## config.mk

```make
export PLATFORM = sky130hd
export DESIGN_NAME = spi_word_master
export DESIGN_NICKNAME = d
export VERILOG_FILES = /design/src/rtl/spi_word_pkg.sv /design/src/rtl/spi_word_dp.sv /design/src/rtl/spi_word_ctrl.sv /design/src/rtl/spi_word_master.sv
export SDC_FILE = /design/constraint.sdc
export NUM_CORES = 1
export LEC_CHECK = 0
export BUFFER_PORTS_ARGS = -buffer_cell sky130_fd_sc_hd__buf_4
export CORE_ASPECT_RATIO = 2
export CORE_MARGIN = 4
export CORE_UTILIZATION = 58
export DETAILED_ROUTE_END_ITERATION = 8
export PLACE_DENSITY_LB_ADDON = 0.15
export SETUP_SLACK_MARGIN = 0.1
export SLEW_MARGIN = 20
export SYNTH_ARGS = -nofsm -noshare
export SYNTH_HDL_FRONTEND = slang
export SYNTH_SLANG_ARGS = --single-unit
export TNS_END_PERCENT = 1
```

## constraint.sdc

```tcl
create_clock -name clk -period 4.2 [get_ports clk]
set_input_delay 0.21 -clock clk [delete_from_list [all_inputs] [get_ports clk]]
set_output_delay 0.21 -clock clk [all_outputs]
set_load 0.01 [all_outputs]
```

## src/rtl/spi_word_pkg.sv

```systemverilog
package spi_word_pkg;
  localparam int CFG_W   = 32;
  localparam int CS_W    = 8;
  localparam int FIELD_W = 8;

  localparam int FLAG_END  = 0;
  localparam int FLAG_CPHA = 1;
  localparam int FLAG_CPOL = 2;
  localparam int FLAG_LSB  = 3;

  typedef struct packed {
    logic [CS_W-1:0]    csPat;
    logic [FIELD_W-1:0] divM2;
    logic [FIELD_W-1:0] lenM1;
    logic [FIELD_W-1:0] flags;
  } cfg_t;

  typedef struct packed {
    logic cfgWr;
    logic dataWr;
    logic sample;
    logic shift;
  } strobe_t;
endpackage

```

## src/rtl/spi_word_dp.sv

```systemverilog
module spi_word_dp
  import spi_word_pkg::*;
#(
  parameter int DATA_W = 32
) (
  input  logic              clk,
  input  logic              rst_n,
  input  strobe_t           st,
  input  logic [DATA_W-1:0] wrData,
  input  logic              miso,
  output cfg_t              cfg,
  output logic              mosi,
  output logic [DATA_W-1:0] rdData
);
  logic [DATA_W-1:0] shiftQ;
  logic              rxBit;
  logic              lsbFirst;
  logic              unusedFlags;

  assign lsbFirst    = cfg.flags[FLAG_LSB];
  assign unusedFlags = ^cfg.flags[FIELD_W-1:FLAG_LSB+1];

  always_ff @(posedge clk) begin
    if (!rst_n) begin
      cfg <= '0;
    end else if (st.cfgWr) begin
      cfg <= cfg_t'(wrData[CFG_W-1:0]);
    end
  end

  always_ff @(posedge clk) begin
    if (!rst_n) begin
      shiftQ <= '0;
      rxBit  <= 1'b0;
    end else begin
      if (st.sample) rxBit <= miso;
      if (st.dataWr) begin
        shiftQ <= wrData;
      end else if (st.shift) begin
        if (lsbFirst) shiftQ <= {rxBit, shiftQ[DATA_W-1:1]};
        else          shiftQ <= {shiftQ[DATA_W-2:0], rxBit};
      end
    end
  end

  assign mosi   = lsbFirst ? shiftQ[0] : shiftQ[DATA_W-1];
  assign rdData = shiftQ;

  // a load never collides with a shift of the running transfer
  assert_load_vs_shift_R5: assert property (@(posedge clk) disable iff (!rst_n)
    !(st.dataWr && st.shift));
  // the sample point lies strictly before the end of the bit period
  assert_sample_before_shift_R7: assert property (@(posedge clk) disable iff (!rst_n)
    !(st.sample && st.shift));
endmodule

```

## src/rtl/spi_word_ctrl.sv

```systemverilog
module spi_word_ctrl
  import spi_word_pkg::*;
#(
  parameter int CYC_W = 16
) (
  input  logic            clk,
  input  logic            rst_n,
  input  logic            wrStb,
  input  logic            wrAddr,
  input  cfg_t            cfg,
  output strobe_t         st,
  output logic            busy,
  output logic            busyErr,
  output logic            sclk,
  output logic [CS_W-1:0] csN
);
  localparam int DIV_W = FIELD_W + 1;
  localparam int BIT_W = 6;

  typedef enum logic [1:0] {S_IDLE, S_XFER, S_HOLD} state_t;

  state_t           state;
  logic [DIV_W-1:0] divCnt;
  logic [BIT_W-1:0] bitCnt;
  logic [DIV_W-1:0] divVal;
  logic [DIV_W:0]   setupSum;
  logic [DIV_W-1:0] setupLen;
  logic [4:0]       lenM1Eff;
  logic [BIT_W-1:0] lastBit;
  logic             lastDiv;
  logic             inBit;
  logic             inHold;
  logic             accept;

  always_comb begin
    divVal   = {1'b0, cfg.divM2} + DIV_W'(2);
    setupSum = {1'b0, divVal} + (DIV_W+1)'(1);
    setupLen = setupSum[DIV_W:1];
    lenM1Eff = (cfg.lenM1 > 8'd31) ? 5'd31 : cfg.lenM1[4:0];
    lastBit  = {1'b0, lenM1Eff} + BIT_W'(1);
    lastDiv  = (divCnt == divVal - DIV_W'(1));
    inBit    = (state == S_XFER) && (bitCnt != '0);
    inHold   = (divCnt >= setupLen);
    accept   = wrStb && (state != S_XFER);

    st.cfgWr  = accept && !wrAddr;
    st.dataWr = accept && wrAddr;
    st.sample = inBit && (divCnt == setupLen - DIV_W'(1));
    st.shift  = inBit && lastDiv;

    busy = (state == S_XFER);
    sclk = cfg.flags[FLAG_CPOL] ^
           (inBit && (cfg.flags[FLAG_CPHA] ? !inHold : inHold));
    csN  = (state == S_IDLE) ? '1 : ~cfg.csPat;
  end

  always_ff @(posedge clk) begin
    if (!rst_n) begin
      state   <= S_IDLE;
      divCnt  <= '0;
      bitCnt  <= '0;
      busyErr <= 1'b0;
    end else begin
      busyErr <= wrStb && (state == S_XFER);
      case (state)
        S_XFER: begin
          if (lastDiv) begin
            divCnt <= '0;
            if (bitCnt == lastBit) begin
              state <= cfg.flags[FLAG_END] ? S_IDLE : S_HOLD;
            end else begin
              bitCnt <= bitCnt + BIT_W'(1);
            end
          end else begin
            divCnt <= divCnt + DIV_W'(1);
          end
        end
        default: begin
          if (st.dataWr) begin
            state  <= S_XFER;
            divCnt <= '0;
            bitCnt <= '0;
          end
        end
      endcase
    end
  end

  // Independent cycle count of each transfer, used by the duration check.
  logic [CYC_W-1:0] cycCnt;
  always_ff @(posedge clk) begin
    if (!rst_n)         cycCnt <= '0;
    else if (st.dataWr) cycCnt <= '0;
    else if (busy)      cycCnt <= cycCnt + CYC_W'(1);
  end

  assert_xfer_len_R3: assert property (@(posedge clk) disable iff (!rst_n)
    $fell(busy) |-> (cycCnt == CYC_W'(({1'b0, lenM1Eff} + 6'd2) * divVal)));
  assert_err_pulse_R9: assert property (@(posedge clk) disable iff (!rst_n)
    (wrStb && busy) |=> busyErr);
  assert_err_cause_R9: assert property (@(posedge clk) disable iff (!rst_n)
    busyErr |-> $past(wrStb && busy));
  assert_cs_stable_R8: assert property (@(posedge clk) disable iff (!rst_n)
    (busy && $past(busy)) |-> $stable(csN));
  assert_cs_release_R8: assert property (@(posedge clk) disable iff (!rst_n)
    ($fell(busy) && cfg.flags[FLAG_END]) |-> (csN == '1));
endmodule

```

## src/rtl/spi_word_master.sv

```systemverilog
module spi_word_master
  import spi_word_pkg::*;
#(
  parameter int DATA_W = 32
) (
  input  logic              clk,
  input  logic              rst_n,
  input  logic              wrStb,
  input  logic              wrAddr,
  input  logic [DATA_W-1:0] wrData,
  output logic [DATA_W-1:0] rdData,
  output logic              busy,
  output logic              busyErr,
  output logic              sclk,
  output logic              mosi,
  input  logic              miso,
  output logic [CS_W-1:0]   csN
);
  strobe_t st;
  cfg_t    cfg;

  spi_word_ctrl #(.CYC_W(16)) u_ctrl (
    .clk(clk), .rst_n(rst_n), .wrStb(wrStb), .wrAddr(wrAddr), .cfg(cfg),
    .st(st), .busy(busy), .busyErr(busyErr), .sclk(sclk), .csN(csN)
  );

  spi_word_dp #(.DATA_W(DATA_W)) u_dp (
    .clk(clk), .rst_n(rst_n), .st(st), .wrData(wrData), .miso(miso),
    .cfg(cfg), .mosi(mosi), .rdData(rdData)
  );
endmodule

```

==> results of run 1 <==
## cell usage after synthesis, drive strengths merged, types with 2 or more instances
master	n	area share, %
mux2	2	0.41
o21ai	14	1.3
buf	13	1.4
nor4b	2	0.32
o21a	2	0.27
nand4	7	0.80
a32oi	4	0.64
xor2	9	1.7
nor2	22	1.5
nor2b	3	0.34
a21boi	35	4.8
o221ai	3	0.48
mux2i	68	12
o211ai	33	4.5
and3	11	1.3
dfxtp	79	29
xnor3	2	0.83
nand2b	6	0.69
nor4	5	0.57
or2	6	0.69
or4	3	0.41
or3	5	0.57
a41o	2	0.37
nor3	7	0.64
and2	5	0.57
nand3b	5	0.69
inv	14	0.96
a31oi	9	1.0
a21o	2	0.27
a221oi	2	0.44
nand2	157	11
nand3	26	2.5
a21oi	10	0.92
clkbuf	38	2.6
ha	16	3.7
xnor2	24	3.9
a211oi	6	1.1
o22ai	2	0.23
a2111oi	2	0.32
o211a	2	0.37
## report_power, final
group	total (W)	internal, W	switching (W)
Sequential	0.000818	0.000776	0.0000417
Clock	0.000826	0.000518	0.000307
Combinational	0.000364	0.000167	0.000197
Total	0.00201	0.00146	0.000546
## through the flow
step                      power (W)  worst slack, ns  instances  utilization [%]  area (µm²)
final                       0.00201            0.338        838             71.1        6450
after global routing        0.00209           0.0747        838             71.1        6450
after CTS                   0.00201            0.115        837             70.3        6380
after detailed placement    0.00118           0.0125        822             66.6        6040
after global placement      0.00117            0.303        822             66.6        6040
after floorplan             0.00106            0.472        684                -        5460
## flip-flops by register name, indices dropped and copies added (netlist names)
register        cells
u_ctrl.state        2
u_dp.rdData        32
u_dp.rxBit          1
u_dp.cfg           28
u_ctrl.divCnt       9
u_ctrl.bitCnt       6
u_ctrl.busyErr      1
## worst max-delay path: stages (launching register included)
cell       delay, ns
dfxtp_4         0.41
inv_1           0.11
ha_4            0.27
nand3b_1        0.23
xor2_1          0.22
inv_1           0.10
ha_1            0.23
a2111oi_2       0.34
buf_4           0.18
nor2_1          0.04
a31oi_1         0.23
buf_4           0.15
a32oi_1         0.10
a221oi_2        0.35
o21ai_1         0.13
nand3_1         0.10
buf_4           0.12
## layer usage
metal  track usage [%]  up-vias
met3              5.27       70
met2              48.1      169
li1                  -     2539
met5                 0        -
met4              19.8        0
met1              27.4     2479
## worst paths after layout
check	start	endpoint	slack, ns
max	u_dp.cfg[17]	sclk	0.34
min	miso	u_dp.rxBit	0.14
max reg2reg	u_dp.cfg[13]	u_ctrl.bitCnt[5]	0.87
min reg2reg	u_dp.cfg[13]	u_dp.cfg[13]	0.46
## cell families (layout without fill, tap and decap cells)
| group | Yosys count | count (layout) | synth area share, % |
|---|---|---|---|
| flip-flops | 79 | 79 | 29.0 |
| AND/OR/NAND/NOR | 274 | 274 | 23.0 |
| XOR/XNOR | 36 | 36 | 6.83 |
| multiplexers | 70 | 70 | 12.9 |
| other | 1 | 1 | 0.0687 |
| AO/OA/AOI/OAI | 142 | 142 | 19.5 |
| buffers and inverters | 66 | 118 | 5.09 |
| adder cells (fa/ha/maj) | 16 | 16 | 3.67 |
## area by class of cell
| cell class | instances | area, µm² |
|---|---|---|
| Multi-Input combinational cell | 539 | 3690 |
| Clock inverter | 5 | 81.3 |
| Inverter | 15 | 56.3 |
| Timing Repair Buffer | 88 | 673 |
| Clock buffer | 10 | 229 |
| Tap cell | 102 | 128 |
| Fill cell | 734 | 2620 |
| Sequential cell | 79 | 1590 |
## timing repair
action,in CTS,in global routing
hold endpoints to repair,0,0
buffers inserted,0,1
gates resized for setup,6,12
setup endpoints to repair,1,1
pin swaps,1,3
==> metrics.log, run 1 <==
[metrics] result of the run: finished clean
[metrics] area added between synthesis and finish: 18.2%
[metrics] Data required, critical path: 3.99 ns
[metrics] clock slew seen by the registers of the worst setup and hold paths: 0.06 ns
[metrics] root buf cell: clkbuf_16
[metrics] initial core utilization: 60.2%
[metrics] antenna violations before repair: 0
[metrics] worst hold-check path type: in -> reg
[metrics] clock tree sinks: 79
[metrics] number of vias after detailed routing: 5257
[metrics] overall overflow remaining after global route: 0
[metrics] highest ir drop seen on vdd: 309 µV
[metrics] CTS tree: built
[metrics] Seq/Total Area, Yosys: 29.0%
[metrics] count of input and output buffers: 80
[metrics] Warnings, synthesis: 0
[metrics] leakage power: 2.70 nW
[metrics] worst endpoint data arrival time: 3.65 ns
[metrics] Syn Area/Cell: 7.98 µm²
[metrics] total power density per cell area: 311 nW/µm²
[metrics] net count after synthesis: 737
[metrics] die outline area: 11100 µm²
[metrics] pin count of the biggest net entering global routing: 107
[metrics] Maximum Capacitance Violations: 0
[metrics] routed length on met1: 5280 µm
[metrics] number of rows created at floorplan: 49
[metrics] share of layout cells above drive strength 1: 17.9%
[metrics] wire length on met2: 7760 µm
[metrics] via count normalized by instance count: 6.27
[metrics] slew at the pin with the worst max-slew slack: 1.05 ns
[metrics] I/O pin total: 81
[metrics] final estimated routing congestion in global placement: 0.926
[metrics] fin. max-slew vios: 0
[metrics] RSZ-0062 raised after global routing: false
[metrics] critical path launch point type: flop
[metrics] Hold Crit Depth: 3
[metrics] first-pass GRT wire length: 24700 µm
[metrics] Fmax achieved: 259 MHz
[metrics] Cells after Synth: 684
[metrics] length in cells of the worst reg-to-reg path: 12
[metrics] antenna violation net count after detailed routing: 0
[metrics] number of flops mapped to enable cells by yosys: 0
[metrics] count of endpoints failing hold in the final timing report: 0
[metrics] type of the setup path with the least slack: reg -> out
[metrics] deepest clock path buffer count: 2
[metrics] most frequent cells in the layout: nand2_1 (157), buf_4 (87), dfxtp_1 (75)
[metrics] Post-CTS Hold Fix Bufs: 0
[metrics] Syn Std Cell Area: 5460 µm²
[metrics] fraction of the cycle the final worst path needs: 91.9%
[metrics] H-tree lvl count: 3
[metrics] via count of the first global-routing pass: 5280
[metrics] setup TNS: 0 ns
[metrics] number of distinct standard cells referenced by the synthesized netlist: 69
[metrics] clock insertion delay at the later pin of the skew report: 0.34 ns
[metrics] wire length on met3: 656 µm
[metrics] Die Y-Extent: 145 µm
[metrics] post-DR wirelength/cell: 17.6 µm
[metrics] leading cell type in the layout, fill and taps excluded: nand2_1
[metrics] uppermost layer routed: met4
[metrics] post-detailed-placement half-perimeter wirelength: 10900 µm
[metrics] Pre-Repair DR Iteration Count: 5
[metrics] diodes inserted: 0
[metrics] chip width: 76.6 µm
[metrics] number of setup violations in the final report: 0
[metrics] core region area: 9070 µm²
[metrics] remaining max-slew budget at the tightest pin: 30.3%
[metrics] nature of the critical path endpoint: output port
[metrics] Async SR Flop Fraction: 0%
[metrics] post-route DRC violation count: 0
[metrics] register bit count reported by yosys: 79
[metrics] most common flop cell mapped by yosys: dfxtp_1
[metrics] NumNets Final: 785
[metrics] crit-path max FO: 11
[metrics] shortest clock period the worst path allows after layout: 3.86 ns
[metrics] worst hold-check slack: 0.138 ns
[metrics] total wire length after detailed routing: 14700 µm
[metrics] global-route usage over all layers: 27.0%
[metrics] Iteration-0 DRC Markers: 259
[metrics] final worst clock skew: 0.00694 ns
[metrics] cts bufs inserted: 9
No activity file was read; power rests on OpenSTA's default activity.
==> run 2, diff against run 1 <==
--- a/config.mk
+++ b/config.mk
@@ -11,6 +11,7 @@
 export CORE_UTILIZATION = 58
 export DETAILED_ROUTE_END_ITERATION = 8
 export PLACE_DENSITY_LB_ADDON = 0.15
+export RECOVER_POWER = 50
 export SETUP_SLACK_MARGIN = 0.1
 export SLEW_MARGIN = 20
 export SYNTH_ARGS = -nofsm -noshare
==> run 2 against run 1 <==
Effect of this change:
- the run now ends with max-capacitance violations, max-slew violations left
- highest routed layer unchanged
- global-route usage unchanged
- non-clock buffer count stayed put
- sequential share of layout area grew 0.62 points
- critical endpoint unchanged
==> metrics.log, run 2 (same netlist as run 1, synthesis figures left out) <==
[metrics] Fmax achieved: 259 MHz (about the same)
[metrics] fin. max-slew vios: 29 (+29)
[metrics] RSZ-0062 raised after global routing: false
[metrics] H-tree lvl count: 3 (unchanged)
[metrics] number of setup violations in the final report: 0 (unchanged)
[metrics] post-detailed-placement half-perimeter wirelength: 10900 µm (unchanged)
[metrics] CTS tree: built
[metrics] launch point of the worst reg-to-reg path: u_dp.cfg[13]
[metrics] number of vias after detailed routing: 5251 (-0.11%)
[metrics] global-route usage over all layers: 27.0% (unchanged)
[metrics] share of layout cells above drive strength 1: 12.2% (-5.7 points)
[metrics] leading cell type in the layout, fill and taps excluded: nand2_1
[metrics] worst endpoint data arrival time: 3.65 ns (about the same)
[metrics] NumNets Final: 785 (unchanged)
[metrics] count of input and output buffers: 80 (unchanged)
[metrics] initial core utilization: 60.2% (unchanged)
[metrics] flip-flop count of the largest register, all copies and words added: 32 (unchanged)
[metrics] result of the run: complete, but fails checks
[metrics] remaining max-slew budget at the tightest pin: -29.3% (-60 points)
[metrics] highest ir drop seen on vdd: 306 µV (-0.97%)
[metrics] Maximum Capacitance Violations: 1 (+1)
[metrics] critical path launch point type: flop
[metrics] I/O pin total: 81 (unchanged)
[metrics] pin count of the biggest net entering global routing: 107 (unchanged)
[metrics] nature of the critical path endpoint: output port
[metrics] clock slew seen by the registers of the worst setup and hold paths: 0.06 ns (about the same)
[metrics] final estimated routing congestion in global placement: 0.926 (unchanged)
[metrics] type of the setup path with the least slack: reg -> out
[metrics] worst hold-check path type: in -> reg
[metrics] chip width: 76.6 µm (unchanged)
[metrics] cts bufs inserted: 9 (unchanged)
[metrics] clock tree sinks: 79 (unchanged)
[metrics] area added between synthesis and finish: 15.3%
[metrics] Pre-Repair DR Iteration Count: 7 (+2)
[metrics] root buf cell: clkbuf_16
[metrics] flop2flop setup slack: 0.86 ns (about the same)
[metrics] post-DR wirelength/cell: 17.6 µm (-0.16%)
[metrics] source of the worst hold timing path: miso
[metrics] delay of the slowest cell on the worst path: 0.41 ns (about the same)
[metrics] core region area: 9070 µm² (unchanged)
[metrics] clock insertion delay at the later pin of the skew report: 0.34 ns (about the same)
[metrics] final core area utilization: 69.3% (-1.7 points)
[metrics] crit-path max FO: 11 (unchanged)
[metrics] cell with the largest stage delay on the worst path: dfxtp_4
[metrics] Iteration-0 DRC Markers: 285 (+10%)
[metrics] crit-path most repeated cell: buf_4
[metrics] violated checks: max-capacitance violations, max-slew violations
[metrics] leakage power: 2.53 nW (-6.1%)
[metrics] antenna violation net count after detailed routing: 0 (unchanged)
[metrics] fraction of the cycle the final worst path needs: 91.9% (about the same)
[metrics] Die Y-Extent: 145 µm (unchanged)
[metrics] Data required, critical path: 3.99 ns (about the same)
[metrics] antenna violations before repair: 0 (unchanged)
[metrics] setup TNS: 0 ns (unchanged)
[metrics] via count normalized by instance count: 6.27 (-0.11%)
[metrics] diodes inserted: 0 (unchanged)
[metrics] post-route DRC violation count: 0 (unchanged)
[metrics] DP Worst Slack: 0.0125 ns (unchanged)
[metrics] first-pass GRT wire length: 24700 µm (unchanged)
[metrics] crit path from: u_dp.cfg[17]
[metrics] most frequent cells in the layout: nand2_1 (157), dfxtp_1 (75), mux2i_1 (68)
[metrics] shortest clock period the worst path allows after layout: 3.86 ns (-0.000757 ns)
[metrics] die outline area: 11100 µm² (unchanged)
[metrics] overall overflow remaining after global route: 0 (unchanged)
[metrics] via count of the first global-routing pass: 5280 (unchanged)
[metrics] final worst-path setup slack: 0.339 ns (+0.000757 ns)
[metrics] total power density per cell area: 317 nW/µm² (+1.9%)
[metrics] count of endpoints failing hold in the final timing report: 0 (unchanged)
[metrics] total wire length after detailed routing: 14700 µm (-0.16%)
[metrics] final worst clock skew: 0.00767 ns (+0.000728 ns)
[metrics] deepest clock path buffer count: 2 (unchanged)
[metrics] slew at the pin with the worst max-slew slack: 1.93 ns (+0.888 ns)
[metrics] cell chain of the critical path: inv_1 -> ha_4 -> nand3b_1 -> xor2_1 -> inv_1 -> ha_1 -> a2111oi_2 -> buf_4 -> nor2_1 -> a31oi_1 -> buf_4 -> a32oi_1 -> a221oi_2 -> o21ai_1 -> nand3_1 -> buf_4
[metrics] number of rows created at floorplan: 49 (unchanged)
run 2: per-stage QoR:
stage	power (W)	hold WS, ns	instances	area (µm²)
2_1_floorplan	0.00106	0.352	684	5460
3_3_place_gp	0.00117	0.449	822	6040
3_5_place_dp	0.00118	0.458	822	6040
4_1_cts	0.00201	0.134	837	6380
5_1_grt	0.00208	0.146	838	6290
6_report	0.00200	0.139	838	6290
run 2: cell type report:
class	instances	area [µm²]
flip-flops and latches	79	1590
multi-input cells	539	3680
fillers	771	2780
clock inverters	5	81.3
clock buffers	10	229
repair buffers	88	523
well taps	102	128
inverters	15	56.3
run 2: repair_timing:
item,in CTS,in global routing
gates resized for setup,6,12
endpoints found under the setup margin,1,1
setup buffers,0,1
pin swaps,1,3
gates cloned,0,0
hold buffers,0,0
run 2: report_power, final:
part | switching, W | internal, W
Sequential | 0.0000413 | 0.000776
Combinational | 0.000196 | 0.000157
Clock | 0.000307 | 0.000518
Total | 0.000545 | 0.00145
run 2: critical path: cells and delay by family, from the launching register on:
| family | cells | cell delay [ns] |
|---|---|---|
| compound gates | 5 | 1.15 |
| xor+xnor | 1 | 0.22 |
| fa+ha+maj | 2 | 0.50 |
| buf+inv | 5 | 0.66 |
| flops | 1 | 0.41 |
| simple gates | 3 | 0.37 |
run 2: path summary, 6_finish.rpt:
check / end / cells after the start
worst max-delay path: sclk / 16
worst min register to register: u_dp.cfg[13] / 2
worst min-delay path: u_dp.rxBit / 3
worst max register to register: u_ctrl.bitCnt[5] / 12
run 2: routing by layer:
layer,up-vias,share of wire [%],track usage [%]
met1,2483,36,27.4
met5,-,0,0
met3,72,4.2,5.27
met4,0,6.9,19.8
li1,2533,-,-
met2,163,53,48.1
==> run 3, diff against run 2 <==
--- a/config.mk
+++ b/config.mk
@@ -6,7 +6,7 @@
 export NUM_CORES = 1
 export LEC_CHECK = 0
 export BUFFER_PORTS_ARGS = -buffer_cell sky130_fd_sc_hd__buf_4
-export CORE_ASPECT_RATIO = 2
+export CORE_ASPECT_RATIO = 0.8
 export CORE_MARGIN = 4
 export CORE_UTILIZATION = 58
 export DETAILED_ROUTE_END_ITERATION = 8
==> run 3 against run 2 <==
Effect of this change:
- the run still ends with max-capacitance violations, max-slew violations left
- via count rose by 0.21%
- critical path depth fell by 1
- utilization rose by 0.15 points
- clock skew barely moved
- final cell count rose by 1.7%
- count of clock-buffer cells in the layout did not move
- first-iteration DRC count rose by 55%
- sequential share of layout area fell by 0.17 points
- combinational power rose by 1%
- maximum frequency rose by 0.17%
- critical path type unchanged
- highest routed layer unchanged
==> metrics.log, run 3 (same netlist as run 1, synthesis figures left out) <==
[metrics] antenna violations before repair: 0 (unchanged)
[metrics] fraction of the cycle the final worst path needs: 91.8% (-0.15 points)
[metrics] overall overflow remaining after global route: 0 (unchanged)
[metrics] Pre-Repair DR Iteration Count: 5 (-2)
[metrics] crit path from: u_dp.cfg[17]
[metrics] Iteration-0 DRC Markers: 442 (+55%)
[metrics] chip width: 116 µm (+52%)
[metrics] fin. max-slew vios: 29 (unchanged)
[metrics] Maximum Capacitance Violations: 1 (unchanged)
[metrics] post-detailed-placement half-perimeter wirelength: 10200 µm (-5.9%)
[metrics] highest ir drop seen on vdd: 236 µV (-23%)
[metrics] wire length on met2: 7030 µm (-10%)
[metrics] core region area: 9110 µm² (+0.46%)
[metrics] area added between synthesis and finish: 16.0%
[metrics] source of the worst hold timing path: wrStb
[metrics] Fmax achieved: 259 MHz (+0.17%)
[metrics] nature of the critical path endpoint: output port
[metrics] violated checks: max-capacitance violations, max-slew violations
[metrics] final estimated routing congestion in global placement: 0.929 (+0.39%)
[metrics] leading cell type in the layout, fill and taps excluded: nand2_1
[metrics] count of input and output buffers: 80 (unchanged)
[metrics] Die Y-Extent: 94.8 µm (-35%)
[metrics] remaining max-slew budget at the tightest pin: -5.01% (+24 points)
[metrics] via count normalized by instance count: 6.18 (-1.4%)
[metrics] crit-path max FO: 11 (unchanged)
[metrics] result of the run: complete, but fails checks
[metrics] type of the setup path with the least slack: reg -> out
[metrics] NumNets Final: 785 (unchanged)
[metrics] most frequent cells in the layout: nand2_1 (157), dfxtp_1 (75), mux2i_1 (68)
[metrics] number of rows created at floorplan: 31 (-37%)
[metrics] worst endpoint data arrival time: 3.64 ns (about the same)
[metrics] deepest clock path buffer count: 2 (unchanged)
[metrics] Post-CTS Hold Fix Bufs: 0 (unchanged)
[metrics] post-route DRC violation count: 0 (unchanged)
[metrics] clock tree sinks: 79 (unchanged)
[metrics] count of endpoints failing hold in the final timing report: 0 (unchanged)
[metrics] final core area utilization: 69.5% (+0.15 points)
[metrics] worst hold-check slack: 0.134 ns (-0.00427 ns)
[metrics] uppermost layer routed: met4
[metrics] root buf cell: clkbuf_16
[metrics] H-tree lvl count: 3 (unchanged)
[metrics] slew at the pin with the worst max-slew slack: 1.58 ns (-0.358 ns)
[metrics] routed length on met1: 6290 µm (+20%)
[metrics] clock slew seen by the registers of the worst setup and hold paths: 0.06 ns (about the same)
[metrics] first-pass GRT wire length: 23700 µm (-4.3%)
[metrics] pin count of the biggest net entering global routing: 73 (-32%)
[metrics] initial core utilization: 59.9% (-0.27 points)
[metrics] launch point of the worst reg-to-reg path: u_dp.cfg[13]
[metrics] critical path launch point type: flop
[metrics] clock insertion delay at the later pin of the skew report: 0.34 ns (about the same)
[metrics] RSZ-0062 raised after global routing: false
[metrics] die outline area: 11000 µm² (-0.76%)
[metrics] number of setup violations in the final report: 0 (unchanged)
[metrics] Data required, critical path: 3.99 ns (about the same)
[metrics] post-DR wirelength/cell: 17.3 µm (-1.6%)
[metrics] wire length on met3: 1040 µm (+67%)
[metrics] via count of the first global-routing pass: 4927 (-6.7%)
[metrics] total wire length after detailed routing: 14700 µm (about the same)
[metrics] final worst clock skew: 0.00786 ns (+0.000184 ns)
[metrics] diodes inserted: 0 (unchanged)
[metrics] setup TNS: 0 ns (unchanged)
[metrics] flip-flop count of the largest register, all copies and words added: 32 (unchanged)
[metrics] CTS tree: built
[metrics] antenna violation net count after detailed routing: 0 (unchanged)
[metrics] total power density per cell area: 313 nW/µm² (-1.2%)
[metrics] global-route usage over all layers: 26.6% (-0.39 points)
[metrics] shortest clock period the worst path allows after layout: 3.85 ns (-0.00638 ns)
[metrics] cts bufs inserted: 9 (unchanged)
[metrics] I/O pin total: 81 (unchanged)
[metrics] worst hold-check path type: in -> reg
[metrics] leakage power: 2.53 nW (about the same)
[metrics] number of vias after detailed routing: 5262 (+0.21%)
[metrics] share of layout cells above drive strength 1: 12.6% (+0.39 points)
-- run 3: cell types whose count changed in the layout (fill, tap and decap cells not counted), sizes merged --
cell	previous run	this run
bufinv	2	1
clkinv	2	3
clkinvlp	1	3
inv	15	14
-- run 3: per-stage QoR --
step / std cells / area [µm²] / worst slack, ns / total power, W
4_1_cts: 851 / 6400 / 0.123 / 0.00199
2_1_floorplan: 684 / 5460 / 0.472 / 0.00106
3_5_place_dp: 835 / 6060 / 0.190 / 0.00118
3_3_place_gp: 835 / 6060 / 0.464 / 0.00117
5_1_grt: 852 / 6330 / 0.0595 / 0.00207
6_report: 852 / 6330 / 0.346 / 0.00198
-- run 3: layout make-up --
cell class,count,area [µm²]
multi-input cells,539,3710
fillers,770,2780
flip-flops and latches,79,1590
repair buffers,88,523
clock buffers,10,239
well taps,115,144
clock inverters,6,70.1
inverters,15,56.3
-- run 3: critical path: stages (launching register included) --
cell and delay, ns:
dfxtp_4 0.42, inv_1 0.11, ha_4 0.27, nand3b_1 0.29, xor2_2 0.21, inv_1 0.09
ha_1 0.24, a2111oi_4 0.34, buf_4 0.17, nor2_1 0.04, a31oi_1 0.23, a41oi_1 0.17
a221oi_2 0.36, o21ai_0 0.14, nand3_1 0.10, buf_4 0.12
-- run 3: worst paths after layout --
| path | end | slack (ns) | cells after the start |
|---|---|---|---|
| max | sclk | 0.35 | 15 |
| min reg2reg | u_dp.cfg[14] | 0.47 | 2 |
| max reg2reg | u_ctrl.bitCnt[4] | 0.90 | 11 |
| min | u_ctrl.busyErr | 0.13 | 2 |
-- run 3: report_power, final --
group	total, W	internal [W]	switching [W]
Sequential	0.000817	0.000776	0.0000414
Combinational	0.000358	0.000159	0.000199
Clock	0.000809	0.000479	0.000331
-- run 3: metal layers --
| layer | vias to the layer above | track usage (%) |
|---|---|---|
| met5 | - | 0 |
| met4 | 0 | 9.66 |
| met3 | 35 | 7.11 |
| met2 | 201 | 42.6 |
| met1 | 2496 | 34.4 |
| li1 | 2530 | - |
-- run 3: what timing repair did --
action / in CTS / in global routing
setup buffers: 0 / 1
pin swaps: 0 / 3
gates cloned: 0 / 0
setup endpoints to repair: 1 / 1
gates resized for setup: 7 / 12
